$ cat src/rtl/lockmon_pkg.sv
package lockmon_pkg;

  typedef struct packed {
    logic clearWindow;
  } dpStrobes_t;

  typedef struct packed {
    logic windowDone;
    logic windowBad;
    logic refMissing;
  } dpStatus_t;

  typedef enum logic [1:0] {
    LK_LOST     = 2'd0,
    LK_ONE_GOOD = 2'd1,
    LK_LOCKED   = 2'd2
  } lockState_t;

endpackage

$ cat src/rtl/lockmon_sync.sv
module lockmon_sync #(
  parameter int WIDTH = 1
) (
  input  logic             sysClk,
  input  logic             rstN,
  input  logic [WIDTH-1:0] asyncIn,
  output logic [WIDTH-1:0] syncOut
);
  logic [WIDTH-1:0] stage1;

  always_ff @(posedge sysClk or negedge rstN) begin
    if (!rstN) begin
      stage1  <= '0;
      syncOut <= '0;
    end else begin
      stage1  <= asyncIn;
      syncOut <= stage1;
    end
  end
endmodule

$ cat src/rtl/lockmon_datapath.sv
module lockmon_datapath
  import lockmon_pkg::*;
#(
  parameter int WINDOW     = 4096,
  parameter int MISS_LIMIT = 256,
  parameter int CNT_W      = $clog2(WINDOW) + 3
) (
  input  logic             sysClk,
  input  logic             rstN,
  input  logic             refLvl,
  input  logic             recLvl,
  input  logic [CNT_W-1:0] tolerance,
  input  dpStrobes_t       strobes,
  output dpStatus_t        status
);
  localparam int REF_W  = $clog2(WINDOW);
  localparam int MISS_W = $clog2(MISS_LIMIT + 1);

  logic              refPrev, recPrev;
  logic              refEdge, recEdge;
  logic [REF_W-1:0]  refCnt;
  logic [CNT_W-1:0]  recCnt;
  logic [MISS_W-1:0] missCnt;
  logic              lastRef;
  logic [CNT_W:0]    recTotal;
  logic [CNT_W:0]    deviation;

  assign refEdge = refLvl & ~refPrev;
  assign recEdge = recLvl & ~recPrev;
  assign lastRef = refEdge && (refCnt == REF_W'(WINDOW - 1));

  // Count including an edge that lands on the closing cycle
  assign recTotal  = {1'b0, recCnt} + (CNT_W + 1)'(recEdge);
  assign deviation = (recTotal >= (CNT_W + 1)'(WINDOW))
                   ? recTotal - (CNT_W + 1)'(WINDOW)
                   : (CNT_W + 1)'(WINDOW) - recTotal;

  assign status.windowDone = lastRef & ~strobes.clearWindow;
  assign status.windowBad  = deviation > {1'b0, tolerance};
  assign status.refMissing = (missCnt == MISS_W'(MISS_LIMIT));

  always_ff @(posedge sysClk or negedge rstN) begin
    if (!rstN) begin
      refPrev <= 1'b0;
      recPrev <= 1'b0;
    end else begin
      refPrev <= refLvl;
      recPrev <= recLvl;
    end
  end

  always_ff @(posedge sysClk or negedge rstN) begin
    if (!rstN) begin
      refCnt <= '0;
      recCnt <= '0;
    end else if (strobes.clearWindow || lastRef) begin
      refCnt <= '0;
      recCnt <= '0;
    end else begin
      if (refEdge) refCnt <= refCnt + 1'b1;
      if (recEdge && (recCnt != '1)) recCnt <= recCnt + 1'b1;
    end
  end

  always_ff @(posedge sysClk or negedge rstN) begin
    if (!rstN)                             missCnt <= '0;
    else if (refEdge)                      missCnt <= '0;
    else if (missCnt != MISS_W'(MISS_LIMIT)) missCnt <= missCnt + 1'b1;
  end

  // a closed window always starts the next one from zero
  p_window_wrap_r2: assert property (@(posedge sysClk) disable iff (!rstN)
    status.windowDone |=> (refCnt == '0));

  // the missing detector holds its state until a reference edge shows up
  p_miss_hold_r5: assert property (@(posedge sysClk) disable iff (!rstN)
    (status.refMissing && !refEdge) |=> status.refMissing);
endmodule

$ cat src/rtl/lockmon_control.sv
module lockmon_control
  import lockmon_pkg::*;
(
  input  logic       sysClk,
  input  logic       rstN,
  input  dpStatus_t  status,
  input  logic       losS,
  input  logic       ltrS,
  output dpStrobes_t strobes,
  output logic       lossOfLock,
  output logic       refSelect
);
  lockState_t state, stateNext;

  assign strobes.clearWindow = status.refMissing;

  always_comb begin
    stateNext = state;
    if (status.refMissing) begin
      stateNext = LK_LOST;
    end else if (status.windowDone) begin
      if (status.windowBad) begin
        stateNext = LK_LOST;
      end else begin
        case (state)
          LK_LOST:     stateNext = LK_ONE_GOOD;
          LK_ONE_GOOD: stateNext = LK_LOCKED;
          default:     stateNext = LK_LOCKED;
        endcase
      end
    end
  end

  always_ff @(posedge sysClk or negedge rstN) begin
    if (!rstN) begin
      state      <= LK_LOST;
      lossOfLock <= 1'b1;
      refSelect  <= 1'b0;
    end else begin
      state      <= stateNext;
      lossOfLock <= status.refMissing || (stateNext != LK_LOCKED) || (losS && !ltrS);
      refSelect  <= ltrS;
    end
  end

  // alarm outside lock-to-reference mode forces the flag
  p_los_forces_r6: assert property (@(posedge sysClk) disable iff (!rstN)
    (losS && !ltrS) |=> lossOfLock);

  // mode select reaches the output clock select
  p_refsel_follows_r7: assert property (@(posedge sysClk) disable iff (!rstN)
    ltrS |=> refSelect);

  // a bad window drops the lock state
  p_bad_window_r3: assert property (@(posedge sysClk) disable iff (!rstN)
    (status.windowDone && status.windowBad && !status.refMissing)
      |=> (lossOfLock && state == LK_LOST));

  // the locked state is entered only from the one-good-window state
  p_two_good_r4: assert property (@(posedge sysClk) disable iff (!rstN)
    (state == LK_LOCKED && $past(state) != LK_LOCKED) |-> ($past(state) == LK_ONE_GOOD));

  // a missing reference keeps the flag set
  p_missing_flag_r5: assert property (@(posedge sysClk) disable iff (!rstN)
    status.refMissing |=> lossOfLock);
endmodule

$ cat src/rtl/rx_lock_monitor.sv
module rx_lock_monitor
  import lockmon_pkg::*;
#(
  parameter int WINDOW     = 4096,
  parameter int MISS_LIMIT = 256,
  localparam int CNT_W     = $clog2(WINDOW) + 3
) (
  input  logic             sysClk,
  input  logic             rstN,
  input  logic             refClk,
  input  logic             recClk,
  input  logic             losIn,
  input  logic             ltrMode,
  input  logic [CNT_W-1:0] tolerance,
  output logic             lossOfLock,
  output logic             refSelect
);
  logic [3:0] syncBus;
  dpStrobes_t strobes;
  dpStatus_t  status;

  lockmon_sync #(.WIDTH(4)) u_sync (
    .sysClk  (sysClk),
    .rstN    (rstN),
    .asyncIn ({ltrMode, losIn, recClk, refClk}),
    .syncOut (syncBus)
  );

  lockmon_datapath #(
    .WINDOW     (WINDOW),
    .MISS_LIMIT (MISS_LIMIT),
    .CNT_W      (CNT_W)
  ) u_dp (
    .sysClk    (sysClk),
    .rstN      (rstN),
    .refLvl    (syncBus[0]),
    .recLvl    (syncBus[1]),
    .tolerance (tolerance),
    .strobes   (strobes),
    .status    (status)
  );

  lockmon_control u_ctl (
    .sysClk     (sysClk),
    .rstN       (rstN),
    .status     (status),
    .losS       (syncBus[2]),
    .ltrS       (syncBus[3]),
    .strobes    (strobes),
    .lossOfLock (lossOfLock),
    .refSelect  (refSelect)
  );
endmodule

$ cat config.mk
export PLATFORM = sky130hd
export DESIGN_NAME = rx_lock_monitor
export DESIGN_NICKNAME = d
export VERILOG_FILES = /design/src/rtl/lockmon_pkg.sv /design/src/rtl/lockmon_sync.sv /design/src/rtl/lockmon_datapath.sv /design/src/rtl/lockmon_control.sv /design/src/rtl/rx_lock_monitor.sv
export SDC_FILE = /design/constraint.sdc
export NUM_CORES = 1
export LEC_CHECK = 0
export ABC_CLOCK_PERIOD_IN_PS = 5200
export BUFFER_PORTS_ARGS = -buffer_cell sky130_fd_sc_hd__buf_4
export CAP_MARGIN = 10
export CORE_ASPECT_RATIO = 1.1
export CORE_UTILIZATION = 44
export CTS_CLUSTER_DIAMETER = 100
export DETAILED_ROUTE_END_ITERATION = 12
export PLACE_DENSITY_LB_ADDON = 0.2
export SLEW_MARGIN = 5
export SYNTH_ARGS = -nofsm -noshare
export SYNTH_HDL_FRONTEND = slang
export SYNTH_SLANG_ARGS = --single-unit
$ cat constraint.sdc
create_clock -name sysClk -period 5.2 [get_ports sysClk]
set_clock_uncertainty 0.2 [all_clocks]
set_input_delay 0.26 -clock sysClk [delete_from_list [all_inputs] [get_ports sysClk]]
set_output_delay 0.26 -clock sysClk [all_outputs]
set_load 0.02 [all_outputs]
; Word-level counts from Yosys, hierarchy flattened
; Cells that the tools add are included.
[word_totals]
regBits = 50
in_bits = 21
elab_cells = 51
[op_classes]
n_addsub = 6
order_cmp = 2
eq_ne = 5
mux = 11
bitwise_logic = 6
n_reduce_logical = 11
[op_table]
columns = operator, count
row1 = 15-bit 2-to-1 mux, 2
row2 = 12-bit 2-to-1 mux, 2
row3 = 9-bit 2-to-1 mux, 2
row4 = 15-bit by 1-bit adder with 16-bit output, 1
row5 = 16-bit by 13-bit >= comparator with 1-bit output (second input constant), 1
row6 = 16-bit by 15-bit greater-than comparator with 1-bit output, 1
row7 = 16-bit 2-to-1 mux, 1
row8 = 13-bit by 16-bit subtractor with 16-bit output (first input constant), 1
row9 = 16-bit by 13-bit subtractor with 16-bit output (second input constant), 1
row10 = 15-bit by 1-bit adder with 15-bit output (second input constant), 1
row11 = 15-bit inequality test (second input constant), 1
row12 = 12-bit by 1-bit adder with 12-bit output (second input constant), 1
row13 = 12-bit == test (second input constant), 1
row14 = 9-bit by 1-bit adder with 9-bit output (second input constant), 1
row15 = 9-bit == test (second input constant), 1
row16 = 9-bit inequality test (second input constant), 1
row17 = 2-bit 2-to-1 mux, 4
row18 = 2-bit nonzero test, 3
row19 = 1-bit bitwise AND, 3
row20 = 1-bit logical AND, 3
row21 = 1-bit logical OR, 3
row22 = 1-bit inverter, 3
row23 = 2-bit zero test, 1
row24 = 2-bit inequality test (second input constant), 1
row25 = 1-bit zero test, 1

; Logic depth before layout (Yosys ltp)
; Gate-level depths: netlist of the first run.
[logic_depth]
word_depth = 12
ltp_mapped = 21
mapped_depth_nobuf = 19

; Cells and area by module
; Synthesis of the first run repeated with hierarchy kept, for this count alone.
[unflattened]
hier_cells = 394
area_unflattened_um2 = 3510.9
[by_module_without_submodules]
columns = module, instances, cells_each, area_per_inst_um2, seq_area_each_um2
row1 = lockmon_datapath, 1, 373, 3148.0, 950.9
row2 = lockmon_sync, 1, 8, 200.2, 200.2
row3 = lockmon_control, 1, 13, 162.7, 101.3

; Least setup slack after synthesis of the first run
; No wires, ideal clock.
[synth_path]
kind = reg2reg
from = register u_dp.recPrev
to = register u_ctl.state[1]
setup_time_ns = 0.066
arrival_ns = 4.410
t_required_ns = 4.934
path_slack_ns = 0.523
stages_incl_launch_ff = 22
n_path_buf = 2
period_less_slack_ns = 4.677
cell_sequence = dfrtp_1 nand2b_1 inv_1 ha_1 ha_1 nand3_1 nor4_1 or2_2 clkbuf_1 ha_1 inv_1 or4b_1 buf_6 nand2_1 mux2_1 ha_1 nor2b_1 o211a_1 o21ai_0 o2111ai_1 a211oi_1 a221o_1
[synth_via]
elab_chain_cells = 9
word_cells_on_any_way = 11
cone_classes = add/sub: 3 / order compare: 2 / mux: 4 / bitwise: 2
[synth_rtl]
columns = item, line_no
row1 = from (decl), lockmon_datapath.sv:19  ; logic refPrev, recPrev;
row2 = from (signal assigned), lockmon_datapath.sv:48  ; recPrev <= recLvl;
row3 = 1-bit inverter (*), lockmon_datapath.sv:29  ; assign recEdge = recLvl & ~recPrev;
row4 = 1-bit bitwise AND (*), lockmon_datapath.sv:29
row5 = 15-bit by 1-bit adder with 16-bit output (*), lockmon_datapath.sv:33  ; assign recTotal = {1'b0, recCnt} + (CNT_W + 1)'(recEdge);
row6 = 13-bit by 16-bit subtractor with 16-bit output (tied with other cells), lockmon_datapath.sv:36  ; : (CNT_W + 1)'(WINDOW) - recTotal;
row7 = 16-bit 2-to-1 mux (*), lockmon_datapath.sv:35  ; ? recTotal - (CNT_W + 1)'(WINDOW)
row8 = 16-bit by 15-bit greater-than comparator with 1-bit output (*), lockmon_datapath.sv:39  ; assign status.windowBad = deviation > {1'b0, tolerance};
row9 = 2-bit 2-to-1 mux (*), lockmon_control.sv:22  ; if (status.windowBad) begin
row10 = 2-bit 2-to-1 mux (*), lockmon_control.sv:21  ; end else if (status.windowDone) begin
row11 = 2-bit 2-to-1 mux (*), lockmon_control.sv:19  ; if (status.refMissing) begin
row12 = via u_ctl.stateNext[1], lockmon_control.sv:13  ; lockState_t state, stateNext;
row13 = to (signal assigned), lockmon_control.sv:40  ; state <= stateNext;
row14 = to (decl), lockmon_control.sv:13
; The timed path passes the listed nets; every way through them passes the cells marked *.
; A chain may end at the register's enable or synchronous reset.

; Final worst setup path of the first run
[layout_path]
from = register u_sync.syncOut[1]
to = register u_ctl.state[1]
[layout_via]
elab_chain_cells = 8
word_cells_on_any_way = 10
cone_classes = add/sub: 3 / order compare: 2 / mux: 4 / bitwise: 1
[layout_rtl]
columns = item, line_no
row1 = from (decl), lockmon_sync.sv:7  ; output logic [WIDTH-1:0] syncOut
row2 = from (signal assigned), lockmon_sync.sv:17  ; syncOut <= stage1;
row3 = 1-bit bitwise AND (*), lockmon_datapath.sv:29
row4 = 15-bit by 1-bit adder with 16-bit output (*), lockmon_datapath.sv:33
row5 = 13-bit by 16-bit subtractor with 16-bit output (tied with other cells), lockmon_datapath.sv:36
row6 = 16-bit 2-to-1 mux (*), lockmon_datapath.sv:35
row7 = 16-bit by 15-bit greater-than comparator with 1-bit output (*), lockmon_datapath.sv:39
row8 = 2-bit 2-to-1 mux (*), lockmon_control.sv:22
row9 = 2-bit 2-to-1 mux (*), lockmon_control.sv:21
row10 = 2-bit 2-to-1 mux (*), lockmon_control.sv:19
row11 = via u_ctl.stateNext[1], lockmon_control.sv:13
; Marked as above.

==> flow_metrics.tcl, run 1 <==
set metrics [dict create \
    synth_top_area_cell "dfrtp_1" \
    yosysSeqAreaShare_pct 36.4 \
    ir_worst_vdd_v 0.000172 \
    worst_pin_slew_ns 0.990 \
    wl_per_cell_um 13.5 \
    synth_cell_types 55 \
    regArea_sq_um 1250 \
    layout.nets 448 \
    final_core_util_pct 51.2 \
    grt_max_degree 51 \
    dpl.hpwl_um 5160 \
    outcome "complete, no violations" \
    rsz0062_at_grt "false" \
    syn_area_sq_um 3440 \
    hold_class "register to register" \
    antenna_found_initial 0 \
    whs_endpoint "u_sync.syncOut[1]" \
    clk_latency_ns 0.31 \
    cts_made_buffers 5 \
    rrSetupSlack_ns 0.41 \
    drt-initial-drc-count 188 \
    cts_tree "built" \
    pin_count 23 \
    p_leak_uw 0.00173 \
    layout_common_cells "49 x dfrtp_1, 37 x nor2_1, 28 x nand2_1, 25 x ha_1, 25 x buf_4" \
    setup_viol 0 \
    rows 33 \
    hold_path_startpoint "u_sync.stage1[1]" \
    cts_root_buf "clkbuf_8" \
    holdPathStages 0 \
    avgSynthCellArea_sq_um 9.01 \
    grtUsageTotal_pct 18.2 \
    synth_ff_type "dfrtp_1" \
    cts.clk_slew.worst_paths_ns 0.10 \
    die_h_um 94.7 \
    dr.pass1.iters 4 \
    synth-edff-count 0 \
    fin_tns_setup_ns 0 \
    relSlewSlack_pct 33.9 \
    vias 2756 \
    cp_data_required_time_ns 5.25 \
    nFillCells 754 \
    drive_above_1_share_pct 10.9 \
    period_share_pct 92.1 \
    netlist_top_cells_area "dfrtp_1 36%, ha_1 9.1%, xnor2_1 5.9%" \
    final_common_cell "dfrtp_1" \
    finalMaxSlewViolations 0 \
    die-area_sq_um 8180 \
    start_util_pct 45.8 \
    n_antenna_cell 0 \
    synth_top_area_share_pct 35.6 \
    r2r-end "u_ctl.state[1]" \
    period_needed_ns 4.79 \
    drv_cap 0 \
    fp.dieW_um 86.3 \
    ys_seq_elements 50 \
    drt-total-wl_um 6860 \
    grt.overflow.total 0 \
    gp_congestion 0.805 \
    p_total_uw 1300 \
    area_growth_pct 11.8 \
    worstPathArrival_ns 4.85 \
    yosys_warnings 0 \
    multiInputGateArea_sq_um 2020 \
    routed_via_density 5.43 \
    grt_pass1_vias 2610 \
    r2r-start "u_sync.syncOut[1]" \
    reg2reg_depth 17 \
    post-route-drc-count 0 \
    end_kind "register" \
    fmax_mhz 209 \
    cp-start-kind "register" \
    clkSinkCount 50 \
    cts_setup_buffers 0 \
    grt_pass1_wl_um 11800 \
    antenna_left 0 \
    cp_max_fo 9 \
    path_class "register to register" \
    whs_ns 0.154 \
    core_sq_um 7510 \
    final_hold_viol_count 0 \
    cts-htree-levels 2 \
    syn_nets 428 \
    cts_buffer_depth 2 \
    synth_cells 382 \
    p_per_area_nw_per_um2 337 \
    port_buffers 22 \
    async_flop_share_pct 100 \
]
-- layer usage --
metal / vias up / global-route usage (%) / part of all wire [%]
met5: - / 0 / 0
met4: 0 / 5.56 / 1.6
met3: 9 / 2.71 / 2.6
met2: 43 / 30.6 / 46
met1: 1316 / 24.2 / 49
li1: 1388 / - / -
-- worst max-delay path: stages, from the launching register on --
cell and delay [ns]:
dfrtp_1 0.39, nand2b_1 0.11, inv_1 0.05, ha_1 0.25
ha_1 0.27, or3_1 0.38, a211oi_1 0.37, o211ai_1 0.18
or4b_4 0.62, nand2_1 0.12, mux2_1 0.33, ha_1 0.29
nor2b_1 0.13, o211a_1 0.19, o21ai_0 0.21, o2111ai_1 0.20
a211oi_2 0.28, a221o_1 0.18
-- state kept, by name (all words and copies together) (netlist names), 2 cells and up --
register	flops
u_dp.refCnt	12
u_ctl.state	2
u_sync.syncOut	4
u_sync.stage1	4
u_dp.recCnt	15
u_dp.missCnt	9
-- cells in the mapped netlist, drive strengths merged, types with 3 or more instances --
master and instances:
buf 11, ha 25, mux2i 3, dfrtp 49, xor2 21, nor2 37, a211oi 6, a21oi 12
nand3b 3, xnor2 23, nor3 6, o211a 3, a2111oi 3, and3 6, nand4 12, clkbuf 6
and2 5, a311oi 3, nand2b 4, and4 5, nor4 5, or3 11, o211ai 3, or4 3
nand3 24, inv 23, nor2b 3, o21ai 16, nand2 28
-- layout make-up --
type,count,area share [%]
multi-input combinational,292,52.5
sequential,50,32.6
timing repair buffer,30,6.18
tap,105,3.41
inverter,23,2.24
clock buffer,6,2.15
clock inverter,2,1.01
-- through the flow --
step | instances | area (sq um) | worst slack [ns]
after floorplan | 382 | 3440 | 0.523
after global placement | 495 | 3660 | 0.295
after detailed placement | 495 | 3660 | 0.174
after CTS | 508 | 3830 | 0.165
after global routing | 508 | 3850 | 0.0906
final | 508 | 3850 | 0.408
-- how the worst max path moves through the flow --
stage	startpoint	to	slack [ns]	depth (start not counted)
floorplan	u_dp.recPrev	u_ctl.state[1]	0.52	21
global placement	u_dp.recPrev	u_ctl.state[1]	0.29	19
detailed placement	u_dp.recPrev	u_ctl.state[1]	0.17	19
CTS	u_dp.recPrev	u_ctl.state[1]	0.16	19
global route	u_dp.recPrev	u_ctl.state[1]	0.09	19
finish	u_sync.syncOut[1]	u_ctl.state[1]	0.41	17
-- report_power, final --
| part | switching (uW) | total, uW | internal [uW] |
|---|---|---|---|
| Sequential | 99.8 | 545 | 445 |
| Combinational | 229 | 459 | 229 |
| Clock | 133 | 291 | 158 |
| Total | 462 | 1300 | 833 |
-- cells by family after synthesis --
kind of cell | after synthesis | synth area share (%)
AND/OR/NAND/NOR | 159 | 24.3
AO/OA/AOI/OAI | 60 | 12.4
flip-flops | 50 | 36.4
XOR/XNOR | 44 | 11.2
buffers and inverters | 40 | 5.38
adder cells (fa/ha/maj) | 25 | 9.09
multiplexers | 4 | 1.20
-- timing repair --
| item | 4_1_cts | 5_1_grt |
|---|---|---|
| hold buffers | 5 | 0 |
| endpoints found under the hold margin | 53 | 0 |
| endpoints found under the setup margin | 0 | 3 |
| gates resized for setup | 0 | 3 |
(Power assumes the default switching activity.)
==> run 2, diff against run 1 <==
RECOVER_POWER = 50   (was unset)
==> flow_metrics.tcl, run 2 (synthesis gave the netlist of run 1 again) <==
set metrics [dict create \
    fp.dieW_um 86.3 \
    r2r-start "u_sync.syncOut[1]" \
    drv_cap 1 \
    wl_per_cell_um 13.5 \
    worst_pin_slew_ns 2.65 \
    port_buffers 22 \
    holdPathStages 0 \
    r2r-end "u_ctl.state[1]" \
    dp_cells 495 \
    rows 33 \
    cts.clk_slew.worst_paths_ns 0.10 \
    die_h_um 94.7 \
    path_delay_family "compound AO/OA/AOI/OAI gates" \
    outcome "complete, but fails checks" \
    routed_via_density 5.42 \
    cts_made_buffers 5 \
    dr.pass1.iters 4 \
    layout_common_cells "49 x dfrtp_1, 37 x nor2_1, 28 x nand2_1, 25 x ha_1, 24 x nand3_1" \
    nFillCells 754 \
    top_register "u_dp.recCnt" \
    grt_pass1_vias 2610 \
    crit_path_top_delay_cell "or4b_4" \
    cts_tree "built" \
    drt-total-wl_um 6870 \
    dpl-instance-area_sq_um 3660 \
    p_leak_uw 0.00172 \
    post-route-drc-count 0 \
    cp_data_required_time_ns 5.25 \
    cp-start-kind "register" \
    hold_path_startpoint "u_sync.stage1[1]" \
    cts_root_buf "clkbuf_8" \
    period_share_pct 92.2 \
    stdcell_area_sq_um 3840 \
    area_growth_pct 11.7 \
    top_regs "u_dp.recCnt x15, u_dp.refCnt x12, u_dp.missCnt x9" \
    fin_tns_setup_ns 0 \
    setup_viol 0 \
    critPathMostFrequentCell "ha_1" \
    grt.overflow.total 0 \
    cp_max_fo 9 \
    dpl.hpwl_um 5160 \
    whs_endpoint "u_sync.syncOut[1]" \
    core_sq_um 7510 \
    violations "max-capacitance violations, max-slew violations" \
    cp_cell_sequence "nand2b_1 > inv_1 > ha_1 > ha_1 > or3_1 > a211oi_1 > o211ai_1 > or4b_4 > nand2_1 > mux2_1 > ha_1 > nor2b_1 > o211a_1 > o21ai_0 > o2111ai_1 > a211oi_2 > a221o_1" \
    antenna_found_initial 0 \
    grt_max_degree 51 \
    ir_worst_vdd_v 0.000172 \
    largest_register_ffs 15 \
    end_kind "register" \
    p_per_area_nw_per_um2 337 \
    grtUsageTotal_pct 18.2 \
    clkSinkCount 50 \
    antenna_left 0 \
    grt_pass1_wl_um 11800 \
    worstPathArrival_ns 4.84 \
    crit_path_max_incr_delay_ns 0.62 \
    cp.buffers_inverters 1 \
    n_antenna_cell 0 \
    gp_congestion 0.805 \
    final_cell_count_no_fill 508 \
    cts_buffer_depth 2 \
    die-area_sq_um 8180 \
    layout.nets 448 \
    rrSetupSlack_ns 0.41 \
    cts-htree-levels 2 \
    rsz0062_at_grt "false" \
    cts_setup_buffers 0 \
    path_class "register to register" \
    period_needed_ns 4.79 \
    relSlewSlack_pct -76.7 \
    finalMaxSlewViolations 51 \
    fmax_mhz 209 \
    reg2reg_depth 17 \
    hold_class "register to register" \
    drive_above_1_share_pct 10.7 \
    clk_latency_ns 0.31 \
    final_common_cell "dfrtp_1" \
    drt-initial-drc-count 163 \
    final_hold_viol_count 0 \
    vias 2752 \
    start_util_pct 45.8 \
    pin_count 23 \
]
-- run 2: cell count changes in the layout (fill, tap and decap cells not counted), sizes merged --
cell,delta
buf,-5
clkbuf,+5
-- run 2: layout make-up --
class / instances / area [sq um] / area share, %
inverters: 23 / 86.3 / 2.25
clock inverters: 2 / 38.8 / 1.01
repair buffers: 30 / 234 / 6.09
multi-input cells: 292 / 2020 / 52.5
well taps: 105 / 131 / 3.42
clock buffers: 6 / 82.6 / 2.15
flip-flops and latches: 50 / 1250 / 32.6
-- run 2: repair_timing --
action	4_1_cts	5_1_grt
hold buffers	5	0
gates resized for setup	0	3
setup endpoints to repair	0	3
hold endpoints to repair	53	0
-- run 2: worst max-delay path by stage --
| stage | from | to | slack [ns] | cells past startpoint |
|---|---|---|---|---|
| CTS | u_dp.recPrev | u_ctl.state[1] | 0.16 | 19 |
| finish | u_sync.syncOut[1] | u_ctl.state[1] | 0.41 | 17 |
| detailed placement | u_dp.recPrev | u_ctl.state[1] | 0.17 | 19 |
| global route | u_dp.recPrev | u_ctl.state[1] | 0.09 | 19 |
| floorplan | u_dp.recPrev | u_ctl.state[1] | 0.52 | 21 |
| global placement | u_dp.recPrev | u_ctl.state[1] | 0.29 | 19 |
-- run 2: metal layers --
layer / wire (um) / up-vias / track usage, %
li1: - / 1387 / -
met1: 3380 / 1311 / 24.2
met2: 3180 / 45 / 30.6
met3: 197 / 9 / 2.71
met4: 110 / 0 / 5.56
met5: 0 / - / 0
-- run 2: where the power goes --
part	leakage [uW]	switching, uW	internal [uW]	total, uW
sequential	0.000641	100	445	545
combinational	0.00102	229	229	458
clock	0.0000618	133	158	291
total	0.00172	462	833	1290
-- run 2: stage by stage --
stage / total power (uW) / hold WS [ns] / utilization [%] / worst slack [ns]
final: 1290 / 0.154 / 51.1 / 0.408
after global routing: 1400 / 0.163 / 51.1 / 0.0906
after CTS: 1310 / 0.156 / 51.0 / 0.165
after detailed placement: 1010 / 0.132 / 48.7 / 0.174
after global placement: 999 / 0.126 / 48.7 / 0.295
after floorplan: 894 / -0.236 / - / 0.523
==> run 3, diff against run 2 <==
ABC_AREA = 1   (was unset)
==> flow_metrics.tcl, run 3 <==
set metrics [dict create \
    outcome "complete, but fails checks" \
    violations "max-capacitance violations, max-slew violations" \
    drv_cap 1 \
    die_h_um 95.7 \
    end_kind "register" \
    area_growth_pct 11.7 \
    layout.nets 551 \
    synth_top_area_cell "dfrtp_1" \
    clkSinkCount 50 \
    gp_congestion 0.852 \
    rsz0062_at_grt "false" \
    cts_tree "built" \
    async_flop_share_pct 100 \
    grt_pass1_vias 2836 \
    core_sq_um 7600 \
    cp_data_required_time_ns 5.24 \
    worstPathArrival_ns 4.07 \
    n_antenna_cell 0 \
    cts.clk_slew.worst_paths_ns 0.10 \
    synth.most_common_cell "nand2_1" \
    relSlewSlack_pct -74.2 \
    antenna_left 0 \
    period_share_pct 77.6 \
    cts-htree-levels 2 \
    p_per_area_nw_per_um2 282 \
    layout_common_cells "91 x nand2_1, 90 x inv_1, 49 x dfrtp_1, 48 x nor2_1, 29 x nand3_1" \
    routed_via_density 4.78 \
    setup_viol 0 \
    syn_nets 520 \
    synthTopCellsByCount "91 x nand2_1, 90 x inv_1, 49 x dfrtp_1" \
    drt-total-wl_um 6790 \
    post-route-drc-count 0 \
    cp-start-kind "register" \
    fin_tns_setup_ns 0 \
    pin_count 23 \
    cts_made_buffers 5 \
    start_util_pct 46.2 \
    dr.pass1.iters 4 \
    vias 2922 \
    die-area_sq_um 8340 \
    worst_slack_ns 1.16 \
    top_register "u_dp.recCnt" \
    p_total_uw 1110 \
    cts_buffer_depth 2 \
    pwr-share-clk_pct 20.5 \
    cp_max_fo 9 \
    netlist_top_cells_area "dfrtp_1 35%, nand2_1 9.7%, inv_1 9.6%" \
    rows 33 \
    p_leak_uw 0.00201 \
    comb_power_share_pct 34.3 \
    synth_cells 474 \
    grt_max_degree 51 \
    synth-edff-count 0 \
    clk_latency_ns 0.31 \
    worst_pin_slew_ns 2.61 \
    syn_area_sq_um 3510 \
    period_needed_ns 4.04 \
    pwr-share-seq_pct 45.2 \
    synth_ff_type "dfrtp_1" \
    path_class "register to register" \
    finalMaxSlewViolations 51 \
    ir_worst_vdd_v 0.000163 \
    fp.dieW_um 87.2 \
    drt-initial-drc-count 175 \
    synth_cell_types 37 \
    top_regs "u_dp.recCnt x15, u_dp.refCnt x12, u_dp.missCnt x9" \
    port_buffers 22 \
    switching_share_pct 37.7 \
    final_hold_viol_count 0 \
    critPathMostFrequentCell "nand2_1" \
    wl_per_cell_um 11.1 \
    hold_class "register to register" \
    dpl.hpwl_um 5330 \
    ys_seq_elements 50 \
    avgSynthCellArea_sq_um 7.41 \
    yosysSeqAreaShare_pct 35.7 \
    power_switching_uw 417 \
    synth_top_area_share_pct 34.9 \
    grt.overflow.total 0 \
    antenna_found_initial 0 \
    p_int_uw 688 \
    cts_root_buf "clkbuf_8" \
    largest_register_ffs 15 \
    final_common_cell "nand2_1" \
    yosys_warnings 0 \
    grt_pass1_wl_um 11900 \
    fmax_mhz 248 \
    crit_path_top_delay_cell "dfrtp_1" \
    dp_slack_ns 1.13 \
    grtUsageTotal_pct 18.2 \
    crit_path_max_incr_delay_ns 0.37 \
    drive_above_1_share_pct 14.8 \
]
-- run 3: changes by cell type in the layout (fill, tap and decap cells not counted), sizes merged, moves of 7 or more --
cell,previous run,this run
nand2,28,107
inv,24,95
nor2,37,61
xnor2,23,4
a21oi,12,25
or3,11,0
nor3,6,15
nand3,24,32
xor2,21,14
-- run 3: worst paths after layout --
path | from | to | slack (ns) | depth (start not counted)
max | u_dp.recPrev | u_ctl.lossOfLock | 1.16 | 28
min | u_sync.stage1[0] | u_sync.syncOut[0] | 0.15 | 0
max reg2reg | u_dp.recPrev | u_ctl.lossOfLock | 1.16 | 28
min reg2reg | u_sync.stage1[0] | u_sync.syncOut[0] | 0.15 | 0
max in group asynchronous | rstN | u_sync.stage1[1] | 2.21 | 2
min in group asynchronous | rstN | u_sync.stage1[0] | 1.12 | 2
-- run 3: through the flow --
stage | utilization (%) | cell area, sq um | cells | hold WS (ns)
2_1_floorplan | - | 3510 | 474 | -0.236
3_3_place_gp | 49.8 | 3790 | 598 | 0.123
3_5_place_dp | 49.8 | 3790 | 598 | 0.127
4_1_cts | 51.7 | 3930 | 611 | 0.156
5_1_grt | 51.6 | 3920 | 611 | 0.172
6_report | 51.6 | 3920 | 611 | 0.155
-- run 3: power by group through the flow --
stage	clock (uW)	combinational, uW	sequential [uW]
after global placement	0	374	504
final	226	379	500
after global routing	250	445	509
after CTS	233	388	499
after detailed placement	0	384	507
after floorplan	0	330	480
-- run 3: critical path: cells and delay by family (launching register included) --
family | cells | cell delay (ns)
flip-flops | 1 | 0.37
buffers and inverters | 4 | 0.25
adder cells (fa/ha/maj) | 4 | 1.04
AND/OR/NAND/NOR | 16 | 1.56
XOR/XNOR | 1 | 0.14
AO/OA/AOI/OAI | 3 | 0.42
-- run 3: layer usage --
layer	track usage (%)	part of all wire, %
met5	0	0
met2	32.2	48
met3	3.03	2.9
met1	22.8	47
met4	5.05	1.3
-- run 3: cell families after synthesis --
group,count (synthesis),synth area share [%]
xor gates and xnor gates,18,4.49
buffers and inverters,100,11.2
adders and majority gates,25,8.91
AOI/OAI and AO/OA,47,7.48
DFF,50,35.7
and+or+nand+nor,234,32.3
-- run 3: repair_timing --
action / 4_1_cts / 5_1_grt
endpoints found under the setup margin: 0 / 0
resized for setup: 0 / 0
buffers inserted: 0 / 0
endpoints found under the hold margin: 53 / 0
hold buffers: 5 / 0
-- run 3: final cells by class --
class | count | area (sq um)
sequential | 50 | 1250
clock inverter | 3 | 21.3
tap | 105 | 131
clock buffer | 5 | 68.8
multi-input combinational | 324 | 1870
timing repair buffer | 28 | 219
inverter | 96 | 363
fill | 774 | 3670
